**config.mk**
```make
export PLATFORM = sky130hd
export DESIGN_NAME = prog_fetch_sel
export DESIGN_NICKNAME = d
export VERILOG_FILES = /design/src/rtl/pfs_pkg.sv /design/src/rtl/pfs_ea_latch.sv /design/src/rtl/pfs_route.sv /design/src/rtl/pfs_lock.sv /design/src/rtl/prog_fetch_sel.sv
export SDC_FILE = /design/constraint.sdc
export NUM_CORES = 1
export LEC_CHECK = 0
export ABC_CLOCK_PERIOD_IN_PS = 1100
export BUFFER_PORTS_ARGS = -buffer_cell sky130_fd_sc_hd__buf_4
export CAP_MARGIN = 5
export CORE_MARGIN = 2
export CORE_UTILIZATION = 30
export CTS_CLUSTER_DIAMETER = 200
export CTS_CLUSTER_SIZE = 40
export DETAILED_ROUTE_END_ITERATION = 12
export GPL_ROUTABILITY_DRIVEN = 0
export PLACE_DENSITY = 0.81
export SLEW_MARGIN = 40
export SYNTH_ARGS = -nofsm -noshare
export SYNTH_HDL_FRONTEND = slang
export SYNTH_SLANG_ARGS = --single-unit
```
**constraint.sdc**
```tcl
create_clock -name clk -period 1.1 [get_ports clk]
set_input_delay 0 -clock clk [delete_from_list [all_inputs] [get_ports clk]]
set_output_delay 0 -clock clk [all_outputs]
set_load 0.02 [all_outputs]
```
**src/rtl/pfs_pkg.sv**
```systemverilog
package pfs_pkg;
  typedef enum logic [1:0] {
    ROUTE_IDLE = 2'd0,
    ROUTE_INT  = 2'd1,
    ROUTE_EXT  = 2'd2
  } route_e;
endpackage

```
**src/rtl/pfs_ea_latch.sv**
```systemverilog
module pfs_ea_latch (
  input  logic clk,
  input  logic rst,
  input  logic ea_pin,
  output logic ea_hold
);
  // Follows the pin while reset is held; frozen once reset drops.
  always_ff @(posedge clk) begin
    if (rst) ea_hold <= ea_pin;
  end
endmodule

```
**src/rtl/pfs_route.sv**
```systemverilog
module pfs_route
  import pfs_pkg::*;
#(
  parameter int unsigned ADDR_W       = 16,
  parameter int unsigned ONCHIP_BYTES = 4096
) (
  input  logic              clk,
  input  logic              rst,
  input  logic              fetch_vld,
  input  logic [ADDR_W-1:0] fetch_addr,
  input  logic              ea_hold,
  output logic              int_sel,
  output logic              ext_sel,
  output logic              psen_n
);
  localparam int unsigned LIMIT = ONCHIP_BYTES;

  route_e route_d;

  always_comb begin
    route_d = ROUTE_IDLE;
    if (fetch_vld) begin
      if (ea_hold && (32'(fetch_addr) < LIMIT)) route_d = ROUTE_INT;
      else                                      route_d = ROUTE_EXT;
    end
  end

  always_ff @(posedge clk) begin
    if (rst) begin
      int_sel <= 1'b0;
      ext_sel <= 1'b0;
      psen_n  <= 1'b1;
    end else begin
      int_sel <= (route_d == ROUTE_INT);
      ext_sel <= (route_d == ROUTE_EXT);
      psen_n  <= (route_d != ROUTE_EXT);
    end
  end

  a_r2_low_on_chip: assert property (@(posedge clk) disable iff (rst)
    (fetch_vld && ea_hold && (32'(fetch_addr) < LIMIT)) |=> (int_sel && !ext_sel));
  a_r3_ea_low_off_chip: assert property (@(posedge clk) disable iff (rst)
    (fetch_vld && !ea_hold) |=> (ext_sel && !psen_n));
  a_r4_idle_no_select: assert property (@(posedge clk) disable iff (rst)
    !fetch_vld |=> (!int_sel && !ext_sel && psen_n));
  a_r4_exclusive: assert property (@(posedge clk) disable iff (rst)
    !(int_sel && ext_sel));
endmodule

```
**src/rtl/pfs_lock.sv**
```systemverilog
module pfs_lock #(
  parameter int unsigned LOCK_BITS = 2
) (
  input  logic                 clk,
  input  logic                 rst,
  input  logic                 lock_wr,
  input  logic [LOCK_BITS-1:0] lock_val,
  input  logic                 erase_req,
  output logic                 locked,
  output logic                 mem_clear,
  output logic                 erase_done
);
  // Non-volatile in spirit: reset leaves these untouched.
  logic [LOCK_BITS-1:0] lock_q = '0;

  always_ff @(posedge clk) begin
    if (!rst) begin
      if (erase_req)    lock_q <= '0;
      else if (lock_wr) lock_q <= lock_q | lock_val;
    end
  end

  always_ff @(posedge clk) begin
    if (rst) begin
      mem_clear  <= 1'b0;
      erase_done <= 1'b0;
    end else begin
      mem_clear  <= erase_req;
      erase_done <= erase_req;
    end
  end

  assign locked = |lock_q;

  a_r7_erase_clears: assert property (@(posedge clk) disable iff (rst)
    erase_req |=> (lock_q == '0 && mem_clear && erase_done));
  a_r5_lock_sticky: assert property (@(posedge clk) disable iff (rst)
    (locked && !erase_req) |=> locked);
  a_r7_single_pulse: assert property (@(posedge clk) disable iff (rst)
    (!erase_req) |=> !mem_clear);
endmodule

```
**src/rtl/prog_fetch_sel.sv**
```systemverilog
module prog_fetch_sel #(
  parameter int unsigned ADDR_W       = 16,
  parameter int unsigned ONCHIP_BYTES = 4096,
  parameter int unsigned LOCK_BITS    = 2,
  parameter int unsigned DATA_W       = 8
) (
  input  logic                 clk,
  input  logic                 rst,
  input  logic                 fetch_vld,
  input  logic [ADDR_W-1:0]    fetch_addr,
  input  logic                 ea_pin,
  input  logic                 lock_wr,
  input  logic [LOCK_BITS-1:0] lock_val,
  input  logic                 erase_req,
  input  logic                 rd_req,
  input  logic [DATA_W-1:0]    rd_data,
  output logic                 int_sel,
  output logic                 ext_sel,
  output logic                 psen_n,
  output logic                 rd_vld,
  output logic [DATA_W-1:0]    rd_out,
  output logic                 mem_clear,
  output logic                 erase_done
);
  localparam logic [DATA_W-1:0] REFUSED = '1;

  logic ea_hold;
  logic locked;

  pfs_ea_latch u_ea (
    .clk(clk), .rst(rst), .ea_pin(ea_pin), .ea_hold(ea_hold)
  );

  pfs_route #(.ADDR_W(ADDR_W), .ONCHIP_BYTES(ONCHIP_BYTES)) u_route (
    .clk(clk), .rst(rst), .fetch_vld(fetch_vld), .fetch_addr(fetch_addr),
    .ea_hold(ea_hold), .int_sel(int_sel), .ext_sel(ext_sel), .psen_n(psen_n)
  );

  pfs_lock #(.LOCK_BITS(LOCK_BITS)) u_lock (
    .clk(clk), .rst(rst), .lock_wr(lock_wr), .lock_val(lock_val),
    .erase_req(erase_req), .locked(locked), .mem_clear(mem_clear),
    .erase_done(erase_done)
  );

  // Read-back gate
  always_ff @(posedge clk) begin
    if (rst) begin
      rd_vld <= 1'b0;
      rd_out <= REFUSED;
    end else begin
      rd_vld <= rd_req;
      rd_out <= (rd_req && !locked) ? rd_data : REFUSED;
    end
  end

  a_r5_refused_ones: assert property (@(posedge clk) disable iff (rst)
    (rd_req && locked) |=> (rd_vld && rd_out == REFUSED));
  a_r6_open_passes: assert property (@(posedge clk) disable iff (rst)
    (rd_req && !locked) |=> (rd_vld && rd_out == $past(rd_data)));
  a_r10_ext_not_blocked: assert property (@(posedge clk) disable iff (rst)
    (fetch_vld && locked && 32'(fetch_addr) >= ONCHIP_BYTES) |=> ext_sel);
endmodule

```
==> metrics.md <==
| Metric | Value |
|---|---|
| Avg Inst Size Synth | 13.2 sq um |
| Final period util | 94.9% |
| Switching Fraction | 21.1% |
| Initial DRC count | 5 |
| P&R area growth vs syn | 98.0% |
| Actual slew at the worst max-slew pin | 0.296 ns |
| R2r endpoint | rd_out[0] |
| Top FF cell, synth | dfxtp_1 |
| Antenna diode count | 0 |
| Starting density of the core | 32.9% |
| Port Buf Inserts | 34 |
| Num CTS Buffers | 3 |
| Most frequent cells after synthesis | dfxtp_1, nand2b_1, nor2_1 |
| DP Cell Count | 89 |
| Routed len/inst | 11.4 um |
| Final Hold Fails | 0 |
| Area leader, netlist | dfxtp_1 |
| Crit path from | u_lock.lock_q[0] |
| Storage cell area | 350 sq um |
| Seq pwr share | 52.4% |
| CTS tree | done |
| Core box area | 1560 sq um |
| Largest net degree at the start of global routing | 10 |
| Maxcap violations | 0 |
| Worst EP required | 1.27 ns |
| Post-Route WL | 1280 um |
| R2R setup slack | 0.06 ns |
| R2r startpoint | u_lock.lock_q[0] |
| Clock Power Share | 31.5% |
| Share of cells above drive strength 1 | 45.8% |
| Total die area | 2060 sq um |
| RSZ-0062 raised after global routing | false |
| Power Internal | 0.000949 W |
| CP Launch Type | flip-flop |
| Cells after synthesis | 39 |
| Top cell type's share of synthesized area | 50.7% |
| Grt ovf | 0 |
| Worst Setup EP | rd_out[0] |
| Max_slew headroom | 80.1% |
| Hold crit path type | in -> reg |
| Pwr dens | 1180 nW/um^2 |
| IO Count | 47 |
| Worst skew pair latency | 0.28 ns |
| Die height | 45.4 um |
| Gr usage total | 13.9% |
| Die Wd | 45.4 um |
| Clk slew on worst S/H paths | 0.09 ns |
| Kind of critical path | reg -> reg |
| Row cnt | 14 |
| Worst path arrival time | 1.22 ns |
| Tmin final | 1.04 ns |
| Status | finished clean |
| WL met3 | 70 um |
| DRC | 0 |
| Pre-antenna DRT Iters | 3 |
| Setup violators final | 0 |
| Fin nets | 130 |
| Setup TNS | 0 ns |
| H-tree Lvls | 1 |
| First-pass GRT wire length | 1890 um |
| Worst IR drop on VDD | 564 uV |
| Max Freq | 958 MHz |
| Worst-path cell chain | nor4b_4 > buf_6 > nand2b_1 |
| Layout fillers | 127 |
| Worst Path Max Fanout | 8 |
| Met2 wire length | 733 um |
| Post-synthesis sequential area ratio | 68.3% |
| Layout Skew | 0.00359 ns |
| Deepest clock path buffer count | 2 |
| Slew Limit Fails | 0 |
| Clk sinks | 16 |
| Number of global-route vias before repair | 471 |
| Dpl hpwl | 822 um |
| Vias post-DR | 487 |
| Post-synth EDFFs | 3 |
| Root buf cell | clkbuf_4 |
| LEAKAGE | 0.457 nW |
| FF+latch count, synth | 16 |
| Post-Syn Area | 513 sq um |
| P_sw | 0.000254 W |
| Logic pwr share | 16.1% |
| Top Metal Used | met4 |
| Synthesis warning total | 0 |
| DRT antenna net count | 0 |
| Async SR Flop Fraction | 0% |
| Crit-path max cell delay | 0.44 ns |
| Post-synthesis cell type count | 11 |
| CP max stage cell | edfxtp_1 |
| CP Capture Type | flip-flop |
| Drt via density | 4.35 |
| Met1 WL | 406 um |
| Fin cells | 112 |
| Synth top area cells | dfxtp_1, edfxtp_1, nand2b_1 |
| R2R depth | 3 |
| Antenna violations before repair | 0 |
| Top-count cell post-synth | dfxtp_1 |
| Hold_sp | lock_val[0] |
| Area of the multi-input gates | 155 sq um |
| Mapped Nets | 72 |
==> power by group through the flow <==
stage | logic, W | registers [W] | clock network [W]
5_1_grt | 0.000207 | 0.000634 | 0.000426
6_report | 0.000194 | 0.000631 | 0.000379
3_3_place_gp | 0.000134 | 0.000643 | 0
4_1_cts | 0.000186 | 0.000631 | 0.000392
3_5_place_dp | 0.000138 | 0.000645 | 0
2_1_floorplan | 0.0000326 | 0.000661 | 0
==> routing by layer <==
layer	global-route usage, %	vias up
met3	2.80	6
li1	-	242
met1	11.8	217
met5	0	-
met2	25.1	22
met4	14.7	0
==> per-stage QoR <==
| stage | power [W] | instance area (sq um) | util [%] | hold slack (ns) | setup WS, ns |
|---|---|---|---|---|---|
| 2_1_floorplan | 0.000694 | 513 | - | 0.0989 | 0.0635 |
| 3_3_place_gp | 0.000778 | 788 | 50.6 | 0.179 | 0.0435 |
| 3_5_place_dp | 0.000782 | 788 | 50.6 | 0.181 | 0.0236 |
| 4_1_cts | 0.00121 | 995 | 63.8 | 0.00566 | 0.00990 |
| 5_1_grt | 0.00127 | 1020 | 65.2 | 0.0466 | 0.00648 |
| 6_report | 0.00120 | 1020 | 65.2 | 0.0118 | 0.0563 |
==> what timing repair did <==
action / in CTS / in global routing
resized for setup: 0 / 1
endpoints found under the setup margin: 0 / 8
hold endpoints to repair: 13 / 1
hold buffers: 17 / 1
buffers inserted: 0 / 1
==> area by class of cell <==
type / count / share of cell area (%)
clock buffer: 4 / 3.57
multi-input combinational: 22 / 15.3
sequential: 16 / 34.5
tap: 16 / 1.97
timing repair buffer: 54 / 44.7
==> layout by cell type, fill, tap and decap left out <==
cell and count:
clkbuf_4 3, edfxtp_1 3, buf_6 1, nand2b_1 9, clkbuf_8 1, and4b_1 1, dlygate4sd3_1 18, nor4_2 1
buf_4 35, nor4b_4 1, a21o_1 1, a21oi_1 1, and2b_2 2, nor2_1 6, dfxtp_1 13
==> worst min-delay path by stage <==
stage	endpoint	slack, ns	cells after the start
finish	u_lock.lock_q[0]	0.01	3
global route	u_lock.lock_q[0]	0.05	3
CTS	u_lock.lock_q[1]	0.006	3
detailed placement	u_ea.ea_hold	0.18	1
global placement	u_ea.ea_hold	0.18	1
floorplan	u_ea.ea_hold	0.1	0
==> worst max-delay path: cells and delay by family, from the launching register on <==
kind                   cells  cell delay [ns]
buffers and inverters      1             0.16
DFF                        1             0.44
and+or+nand+nor            2             0.34
==> kinds of logic (layout without fill, tap and decap cells) <==
family                 Yosys count  in the layout  synth area share (%)
AOI/OAI and AO/OA                2              2                  2.44
buffers and inverters            1             58                  1.46
DFF                             16             16                  68.3
and+or+nand+nor                 20             20                  27.8
==> flip-flops by register name, indices dropped and copies added (netlist names) <==
name / cells
rd_out: 8
u_lock.lock_q: 2
u_ea.ea_hold: 1
u_route.psen_n: 1
rd_vld: 1
u_lock.erase_done: 1
u_route.ext_sel: 1
u_route.int_sel: 1
Note: power is estimated with default switching activity, not from simulation.
